`src/rtl/serial_port_pkg.sv`:
```
// Shared types and constants for the serial port.
// Assumes a 16x oversampling rate on both directions.
package serial_port_pkg;
    typedef enum logic [1:0] {
        MODE_OFF = 2'b00,
        MODE_8V  = 2'b01,
        MODE_9F  = 2'b10,
        MODE_9V  = 2'b11
    } port_mode_e;

    typedef enum logic [1:0] {
        RX_IDLE,
        RX_START,
        RX_DATA,
        RX_STOP
    } rx_state_e;

    localparam int OVS     = 16;
    localparam int TCW     = $clog2(OVS);
    localparam int MID     = OVS / 2;
endpackage

```
`src/rtl/serial_tickgen.sv`:
```
// Selects the 16x oversampling tick. In fixed mode the fixed-rate tick
// is divided by FIX_DIV (or FIX_DIV/2 when doubling); otherwise the
// external baud tick passes straight through. Assumes FIX_DIV >= 4.
module serial_tickgen #(
    parameter int FIX_DIV = 4
) (
    input  logic clk,
    input  logic rst_n,
    input  logic fixed_sel,
    input  logic rate_dbl,
    input  logic fix_tick,
    input  logic baud_tick16,
    output logic os_tick
);
    localparam int CW = $clog2(FIX_DIV) + 1;

    logic [CW-1:0] div_cnt;
    logic [CW-1:0] div_lim;
    logic          fix_os;

    assign div_lim = rate_dbl ? CW'(FIX_DIV / 2 - 1) : CW'(FIX_DIV - 1);
    assign fix_os  = fixed_sel && fix_tick && (div_cnt >= div_lim);
    assign os_tick = fixed_sel ? fix_os : baud_tick16;

    // Purpose: count fixed ticks up to the selected divide limit.
    always_ff @(posedge clk) begin
        if (!rst_n) begin
            div_cnt <= '0;
        end else if (!fixed_sel) begin
            div_cnt <= '0;
        end else if (fix_tick) begin
            div_cnt <= (div_cnt >= div_lim) ? '0 : div_cnt + CW'(1);
        end
    end

    // divided fixed tick never fires on two cycles in a row
    assert_fixed_tick_spaced_R3: assert property (@(posedge clk) disable iff (!rst_n)
        (fixed_sel && os_tick) |=> !(fixed_sel && os_tick));
endmodule

```
`src/rtl/serial_tx.sv`:
```
// Transmit shifter: start bit, DW data bits LSB first, optional ninth
// bit, stop bit, each OVS ticks long. Loads only when idle.
// Assumes os_tick is a single-cycle pulse.
module serial_tx
    import serial_port_pkg::*;
#(
    parameter int DW = 8
) (
    input  logic          clk,
    input  logic          rst_n,
    input  logic          os_tick,
    input  logic          load,
    input  logic          nine,
    input  logic          bit9,
    input  logic [DW-1:0] din,
    output logic          txd,
    output logic          stop_start
);
    localparam int FW  = DW + 3;
    localparam int BCW = $clog2(FW + 1);

    logic [FW-1:0]  sh;
    logic [BCW-1:0] bidx;
    logic [BCW-1:0] last_idx;
    logic [TCW-1:0] tcnt;
    logic           nine_q;
    logic           busy;
    logic           bit_end;

    assign last_idx   = nine_q ? BCW'(DW + 2) : BCW'(DW + 1);
    assign bit_end    = busy && os_tick && (tcnt == TCW'(OVS - 1));
    assign stop_start = bit_end && (bidx == last_idx - BCW'(1));
    assign txd        = busy ? sh[0] : 1'b1;

    // Purpose: load a frame when idle, then shift one bit per OVS ticks.
    always_ff @(posedge clk) begin
        if (!rst_n) begin
            busy   <= 1'b0;
            sh     <= '1;
            bidx   <= '0;
            tcnt   <= '0;
            nine_q <= 1'b0;
        end else if (load && !busy) begin
            busy   <= 1'b1;
            sh     <= {1'b1, (nine ? bit9 : 1'b1), din, 1'b0};
            bidx   <= '0;
            tcnt   <= '0;
            nine_q <= nine;
        end else if (busy && os_tick) begin
            tcnt <= tcnt + TCW'(1);
            if (bit_end) begin
                sh <= {1'b1, sh[FW-1:1]};
                if (bidx == last_idx) begin
                    busy <= 1'b0;
                end else begin
                    bidx <= bidx + BCW'(1);
                end
            end
        end
    end

    // the last bit before returning to idle was a high stop bit
    assert_stop_high_R4: assert property (@(posedge clk) disable iff (!rst_n)
        $fell(busy) |-> $past(txd));
endmodule

```
`src/rtl/serial_rx.sv`:
```
// Receive sampler: synchronises the line, waits for a low level, checks
// the start bit at mid-bit and votes 2-of-3 samples around each bit
// centre. Emits a one-cycle done pulse midway through the stop bit.
// Assumes os_tick runs at OVS times the bit rate.
module serial_rx
    import serial_port_pkg::*;
#(
    parameter int DW = 8
) (
    input  logic          clk,
    input  logic          rst_n,
    input  logic          os_tick,
    input  logic          enable,
    input  logic          nine,
    input  logic          rxd_raw,
    output logic          done,
    output logic [DW-1:0] dout,
    output logic          bit9,
    output logic          stop_ok
);
    localparam int BIW = $clog2(DW + 1);

    rx_state_e      state;
    logic           rx_m, rx_s;
    logic [TCW-1:0] tcnt;
    logic [BIW-1:0] bidx;
    logic [BIW-1:0] nd_last;
    logic [DW:0]    dbuf;
    logic [1:0]     vote;
    logic           vote_now;
    logic           at_mid;
    logic           at_end;

    assign nd_last  = nine ? BIW'(DW) : BIW'(DW - 1);
    assign vote_now = (vote[1] & vote[0]) | (vote[1] & rx_s) | (vote[0] & rx_s);
    assign at_mid   = (tcnt == TCW'(MID + 1));
    assign at_end   = (tcnt == TCW'(OVS - 1));
    assign dout     = dbuf[DW-1:0];
    assign bit9     = dbuf[DW];

    // Purpose: two-stage synchroniser on the incoming line, idles high.
    always_ff @(posedge clk) begin
        if (!rst_n) begin
            rx_m <= 1'b1;
            rx_s <= 1'b1;
        end else begin
            rx_m <= rxd_raw;
            rx_s <= rx_m;
        end
    end

    // Purpose: keep the two samples taken just before the bit centre vote.
    always_ff @(posedge clk) begin
        if (!rst_n) begin
            vote <= 2'b11;
        end else if (os_tick && (tcnt == TCW'(MID - 1) || tcnt == TCW'(MID))) begin
            vote <= {vote[0], rx_s};
        end
    end

    // Purpose: frame state machine driven by the oversampling tick.
    always_ff @(posedge clk) begin
        if (!rst_n) begin
            state   <= RX_IDLE;
            tcnt    <= '0;
            bidx    <= '0;
            dbuf    <= '0;
            done    <= 1'b0;
            stop_ok <= 1'b0;
        end else begin
            done <= 1'b0;
            if (!enable) begin
                state <= RX_IDLE;
                tcnt  <= '0;
            end else if (os_tick) begin
                case (state)
                    RX_IDLE: begin
                        tcnt <= '0;
                        if (!rx_s) begin
                            state <= RX_START;
                        end
                    end
                    RX_START: begin
                        tcnt <= tcnt + TCW'(1);
                        if (at_mid && vote_now) begin
                            state <= RX_IDLE;
                        end else if (at_end) begin
                            state <= RX_DATA;
                            bidx  <= '0;
                        end
                    end
                    RX_DATA: begin
                        tcnt <= tcnt + TCW'(1);
                        if (at_mid) begin
                            dbuf[bidx] <= vote_now;
                        end
                        if (at_end) begin
                            if (bidx == nd_last) begin
                                state <= RX_STOP;
                            end else begin
                                bidx <= bidx + BIW'(1);
                            end
                        end
                    end
                    default: begin
                        tcnt <= tcnt + TCW'(1);
                        if (at_mid) begin
                            state   <= RX_IDLE;
                            stop_ok <= vote_now;
                            done    <= 1'b1;
                        end
                    end
                endcase
            end
        end
    end

    // a high line never starts a frame
    assert_no_start_from_high_R7: assert property (@(posedge clk) disable iff (!rst_n)
        (enable && state == RX_IDLE && os_tick && rx_s) |=> (state == RX_IDLE));
endmodule

```
`src/rtl/serial_port_top.sv`:
```
// Register-mapped full-duplex serial port. Holds the control/status
// register and the receive holding register, decodes the two bus
// addresses and applies the multiprocessor address filter.
// Assumes single-cycle write and read strobes.
module serial_port_top
    import serial_port_pkg::*;
#(
    parameter int          AW           = 8,
    parameter int          DW           = 8,
    parameter logic [AW-1:0] CTRL_ADDR  = 8'h98,
    parameter logic [AW-1:0] DATA_ADDR  = 8'h99,
    parameter int          FIX_BIT_CLKS = 64
) (
    input  logic          clk,
    input  logic          rst_n,
    input  logic [AW-1:0] bus_addr,
    input  logic [DW-1:0] bus_wdata,
    input  logic          bus_wr,
    input  logic          bus_rd,
    input  logic          baud_tick16,
    input  logic          fix_tick,
    input  logic          rate_dbl,
    input  logic          rxd,
    output logic          txd,
    output logic [DW-1:0] bus_rdata,
    output logic          ti_flag,
    output logic          ri_flag
);
    localparam int FIX_DIV = FIX_BIT_CLKS / OVS;

    port_mode_e    mode_q;
    logic          filt_q, ren_q, tb8_q, rb8_q, ti_q, ri_q;
    logic [DW-1:0] rx_hold;
    logic          wr_ctrl, wr_data;
    logic          os_tick, nine, port_on;
    logic          tx_stop_start;
    logic          rx_done, rx_bit9, rx_stop_ok, rx_accept;
    logic [DW-1:0] rx_dout;
    logic [7:0]    ctrl_view;

    assign wr_ctrl   = bus_wr && (bus_addr == CTRL_ADDR);
    assign wr_data   = bus_wr && (bus_addr == DATA_ADDR);
    assign nine      = mode_q[1];
    assign port_on   = (mode_q != MODE_OFF);
    assign rx_accept = rx_done && (!filt_q || (nine ? rx_bit9 : rx_stop_ok));
    assign ctrl_view = {mode_q, filt_q, ren_q, tb8_q, rb8_q, ti_q, ri_q};
    assign ti_flag   = ti_q;
    assign ri_flag   = ri_q;

    serial_tickgen #(.FIX_DIV(FIX_DIV)) u_tick (
        .clk        (clk),
        .rst_n      (rst_n),
        .fixed_sel  (mode_q == MODE_9F),
        .rate_dbl   (rate_dbl),
        .fix_tick   (fix_tick),
        .baud_tick16(baud_tick16),
        .os_tick    (os_tick)
    );

    serial_tx #(.DW(DW)) u_tx (
        .clk       (clk),
        .rst_n     (rst_n),
        .os_tick   (os_tick),
        .load      (wr_data && port_on),
        .nine      (nine),
        .bit9      (tb8_q),
        .din       (bus_wdata),
        .txd       (txd),
        .stop_start(tx_stop_start)
    );

    serial_rx #(.DW(DW)) u_rx (
        .clk    (clk),
        .rst_n  (rst_n),
        .os_tick(os_tick),
        .enable (ren_q && port_on),
        .nine   (nine),
        .rxd_raw(rxd),
        .done   (rx_done),
        .dout   (rx_dout),
        .bit9   (rx_bit9),
        .stop_ok(rx_stop_ok)
    );

    // Purpose: software-writable control fields.
    always_ff @(posedge clk) begin
        if (!rst_n) begin
            mode_q <= MODE_OFF;
            filt_q <= 1'b0;
            ren_q  <= 1'b0;
            tb8_q  <= 1'b0;
        end else if (wr_ctrl) begin
            mode_q <= port_mode_e'(bus_wdata[7:6]);
            filt_q <= bus_wdata[5];
            ren_q  <= bus_wdata[4];
            tb8_q  <= bus_wdata[3];
        end
    end

    // Purpose: flags set by hardware, cleared only by writing a 0.
    always_ff @(posedge clk) begin
        if (!rst_n) begin
            ti_q <= 1'b0;
            ri_q <= 1'b0;
        end else begin
            ti_q <= tx_stop_start | (ti_q & ~(wr_ctrl & ~bus_wdata[1]));
            ri_q <= rx_accept     | (ri_q & ~(wr_ctrl & ~bus_wdata[0]));
        end
    end

    // Purpose: capture accepted frames into the holding register and bit 2.
    always_ff @(posedge clk) begin
        if (!rst_n) begin
            rx_hold <= '0;
            rb8_q   <= 1'b0;
        end else if (rx_accept) begin
            rx_hold <= rx_dout;
            rb8_q   <= nine ? rx_bit9 : rx_stop_ok;
        end
    end

    // Purpose: registered read mux.
    always_ff @(posedge clk) begin
        if (!rst_n) begin
            bus_rdata <= '0;
        end else if (bus_rd) begin
            if (bus_addr == CTRL_ADDR) begin
                bus_rdata <= DW'(ctrl_view);
            end else if (bus_addr == DATA_ADDR) begin
                bus_rdata <= rx_hold;
            end else begin
                bus_rdata <= '0;
            end
        end
    end

    // the transmit flag rises while the line carries the stop bit
    assert_ti_on_stop_R5: assert property (@(posedge clk) disable iff (!rst_n)
        $rose(ti_q) |-> txd);

    // no receive flag unless reception was enabled
    assert_ri_needs_enable_R13: assert property (@(posedge clk) disable iff (!rst_n)
        $rose(ri_q) |-> $past(ren_q));

    // with the filter on in a 9-bit mode, only ninth-bit-1 frames flag
    assert_filter_ninth_R11: assert property (@(posedge clk) disable iff (!rst_n)
        ($rose(ri_q) && $past(filt_q) && $past(mode_q[1])) |-> rb8_q);

    // a control write cannot set a cleared receive flag
    assert_no_sw_set_R12: assert property (@(posedge clk) disable iff (!rst_n)
        (wr_ctrl && !ri_q && !rx_done) |=> !ri_q);
endmodule

```
`config.mk`:
```
export PLATFORM = sky130hd
export DESIGN_NAME = serial_port_top
export DESIGN_NICKNAME = d
export VERILOG_FILES = /design/src/rtl/serial_port_pkg.sv /design/src/rtl/serial_tickgen.sv /design/src/rtl/serial_tx.sv /design/src/rtl/serial_rx.sv /design/src/rtl/serial_port_top.sv
export SDC_FILE = /design/constraint.sdc
export NUM_CORES = 1
export LEC_CHECK = 0
export ABC_CLOCK_PERIOD_IN_PS = 3300
export CAP_MARGIN = 10
export CORE_MARGIN = 2
export CORE_UTILIZATION = 43
export DETAILED_ROUTE_END_ITERATION = 10
export DONT_BUFFER_PORTS = 1
export GPL_TIMING_DRIVEN = 0
export MAX_ROUTING_LAYER = met4
export PLACE_DENSITY_LB_ADDON = 0.15
export SETUP_SLACK_MARGIN = 0.4
export SKIP_LAST_GASP = 1
export SYNTH_ARGS = -nofsm -noshare
export SYNTH_HDL_FRONTEND = slang
export SYNTH_SLANG_ARGS = --single-unit
```
`constraint.sdc`:
```
create_clock -name clk -period 3.3 [get_ports clk]
set_clock_uncertainty 0.2 [all_clocks]
set_input_delay 0.165 -clock clk [delete_from_list [all_inputs] [get_ports clk]]
set_output_delay 0.165 -clock clk [all_outputs]
set_load 0.02 [all_outputs]
```
==> run metrics <==
FF+latch count, synth=72; internal power=1.271 mW; async set-reset flop share out of synthesis=0%; post-CTS resize count=0; layout cells sized above 1=9.934%; via count=3,047; r2r setup slk=1010 ps; pin count of the biggest net entering global routing=15; Logic pwr share=3.4%; number of global-route vias before repair=2,914; Finished Core Util=50.09%; area of the multi-input gates=2011 µm²; failing checks=negative hold slack; Fin. Hold Viols=1; first-pass iteration count of the detailed router=4; Setup TNS=0 ps; worst rel slew slack=63.47%; fin nets=487; # IOs=35; die width=95.78 µm; yosys warns=0; Synth Area per Inst=8.543 µm²; outcome=finished with violations; clk root buf=clkbuf_8; H-tree depth=3; Startpoint Class=register; worst hold path stage count=2; GRT Resource Usage Total=20.00%; NetSw=0.3984 mW; Post-Synthesis Cell Area=3622 µm²; slowest cell on the critical path=nor4_1; cell taking the most area after synthesis=dfxtp_1; Max IR drop VDD=0.2725 mV; dpl hpwl=6.043 mm; P per Cell Area=407.6 nW/µm²; I/O Buffers=0; CTS tree=built; Sw Ratio=23.86%; fin. max-slew vios=0; clock insertion delay at the later pin of the skew report=350 ps; HP Start=rst_n; clock transition at the registers of the reported paths=80 ps; Critical Setup Path Class=reg2reg; Crit Reg-Reg Endpoint=u_rx.dbuf[3]; hold_ws=-6.618 ps; cell row count=33; area share of the largest cell type after synthesis=39.79%; Max stage delay on crit path=360 ps; RSZ-0062 raised after global routing=false; Starting Density=44.31%; Reg area=1441 µm²; DRC errors left=0; Antenna Cells=0; Worst EP required=3320 ps; CP endpoint kind=register; P_leak=1.429 nW; Clk pwr share=44.5%; post-synth cell types=58; prevailing post-synth register cell=dfxtp_1; fmax=436.5 MHz; crit-path max FO=10; Tmin final=2291 ps; die area=9174 µm²; Reg power frac=52.1%; sequential area share after synthesis=39.79%; DR WL/cell=14.65 µm; crit-path cells=inv_1 > ha_1 > clkbuf_1 > nand2_1 > nor4_1 > nand3_1 > nand2_1 > a21oi_1; Vias/cell=5.461; global-route wire length before repair=13.86 mm; most common cell after layout, fill and taps aside=dfxtp_1; drt total wl=8.177 mm; routability cong.=0.8862; DIE HEIGHT=95.78 µm; Final Cycle Share=69.42%; initial antenna violation count=0; crit path DAT=2310 ps; most frequent cells in the layout=dfxtp_1, nor2_1, nand2_1; Detail Route Antenna Nets=0; syn_nets=463; worst min path class=in2reg; Reg-to-Reg Start=u_rx.state[0]; EDFF count, synth=0; CTS max path bufs=2; core box area=8175 µm²; post-CTS setup buffers=0; Max Cap Viol=0; Hold EP=u_rx.rx_s; R2R cell count=8; Mapped Cells=424; FILL cells=800; final setup violation count=0; cts bufs inserted=9; most frequent CP cell=nand2_1; clock tree sinks=72; actual slew at the worst max-slew pin=548.0 ps; DR iter-0 viols=100; Layout area overhead=13.06%; grt total ovfl=0; ranking of synthesized cells by area=dfxtp_1, mux2i_1, ha_1
through the flow:
step                power, mW  area (µm²)  worst slack (ps)  cells  hold WS (ps)
floorplan              0.9218        3622              1299    424         66.47
global placement       0.9338        3754              1058    529         69.57
detailed placement     0.9339        3754              1051    529         70.34
CTS                     1.694        4095              1012    558         1.070
global route            1.727        4095             815.8    558         37.84
finish                  1.669        4095              1009    558        -6.618
Yosys cell counts (all sizes together), types with 5 or more instances:
cell type,count
mux2i,23
a21oi,35
a211oi,11
ha,15
nor3,6
and3,11
xor2,5
nor4,5
inv,12
dfxtp,72
buf,14
nand2,41
nor3b,6
nor2,51
clkbuf,10
nand2b,8
o21ai,21
nand3,27
power groups by stage:
stage | combinational [mW] | sequential (mW) | clock [mW]
2_1_floorplan | 0.0317 | 0.890 | 0
3_3_place_gp | 0.0435 | 0.890 | 0
3_5_place_dp | 0.0436 | 0.890 | 0
4_1_cts | 0.0571 | 0.870 | 0.767
5_1_grt | 0.0626 | 0.870 | 0.794
6_report | 0.0564 | 0.870 | 0.743
flip-flops by register name (all words and copies together) (netlist names), 2 cells and up:
| name | flops |
|---|---|
| bus_rdata | 8 |
| mode_q | 2 |
| rx_hold | 8 |
| u_rx.bidx | 4 |
| u_rx.dbuf | 9 |
| u_rx.state | 2 |
| u_rx.tcnt | 4 |
| u_rx.vote | 2 |
| u_tick.div_cnt | 3 |
| u_tx.bidx | 4 |
| u_tx.sh | 10 |
| u_tx.tcnt | 4 |
cell type report:
| type | count | share of cell area (%) |
|---|---|---|
| clock buffer | 10 | 3.361 |
| timing repair buffer | 13 | 3.178 |
| multi-input combinational | 315 | 49.10 |
| tap | 105 | 3.208 |
| clock inverter | 6 | 1.803 |
| sequential | 72 | 35.20 |
| buffer | 24 | 2.964 |
| inverter | 13 | 1.192 |
worst max-delay path by stage:
stage	startpoint	slack, ps	depth (start not counted)	to
floorplan	u_tick.div_cnt[1]	1300	7	u_tx.sh[5]
global placement	u_tick.div_cnt[1]	1060	8	u_tx.tcnt[0]
detailed placement	u_tick.div_cnt[1]	1050	8	u_tx.tcnt[0]
CTS	u_tick.div_cnt[1]	1010	8	u_tx.tcnt[0]
global route	u_rx.state[0]	820	8	u_rx.state[1]
finish	u_rx.state[0]	1010	8	u_rx.dbuf[3]
repair_timing:
item / 4_1_cts / 5_1_grt
hold buffers: 13 / 0
hold endpoints to repair: 27 / 0
endpoints found under the setup margin: 0 / 0
critical path, delay by kind of cell, from the launching register on:
family	cells	cell delay, ps
buf+inv	2	480
simple gates	4	740
compound gates	1	50
flops	1	340
fa+ha+maj	1	350
layer usage:
layer	vias up	wire length (µm)	track usage, %
met5	-	0	-
met4	0	85	6.190
met3	7	281	4.385
met2	52	3819	32.23
met1	1437	3991	25.12
li1	1551	-	-
kinds of logic (layout without fill, tap and decap cells):
| kind of cell | after synthesis | after routing | share of synthesized area, % |
|---|---|---|---|
| mux | 23 | 23 | 6.356 |
| flops | 72 | 72 | 39.79 |
| buf+inv | 37 | 66 | 4.698 |
| simple gates | 180 | 180 | 25.91 |
| compound gates | 90 | 90 | 16.37 |
| fa+ha+maj | 15 | 15 | 5.181 |
| xor+xnor | 7 | 7 | 1.693 |
Note: power is estimated with default switching activity, not from simulation.
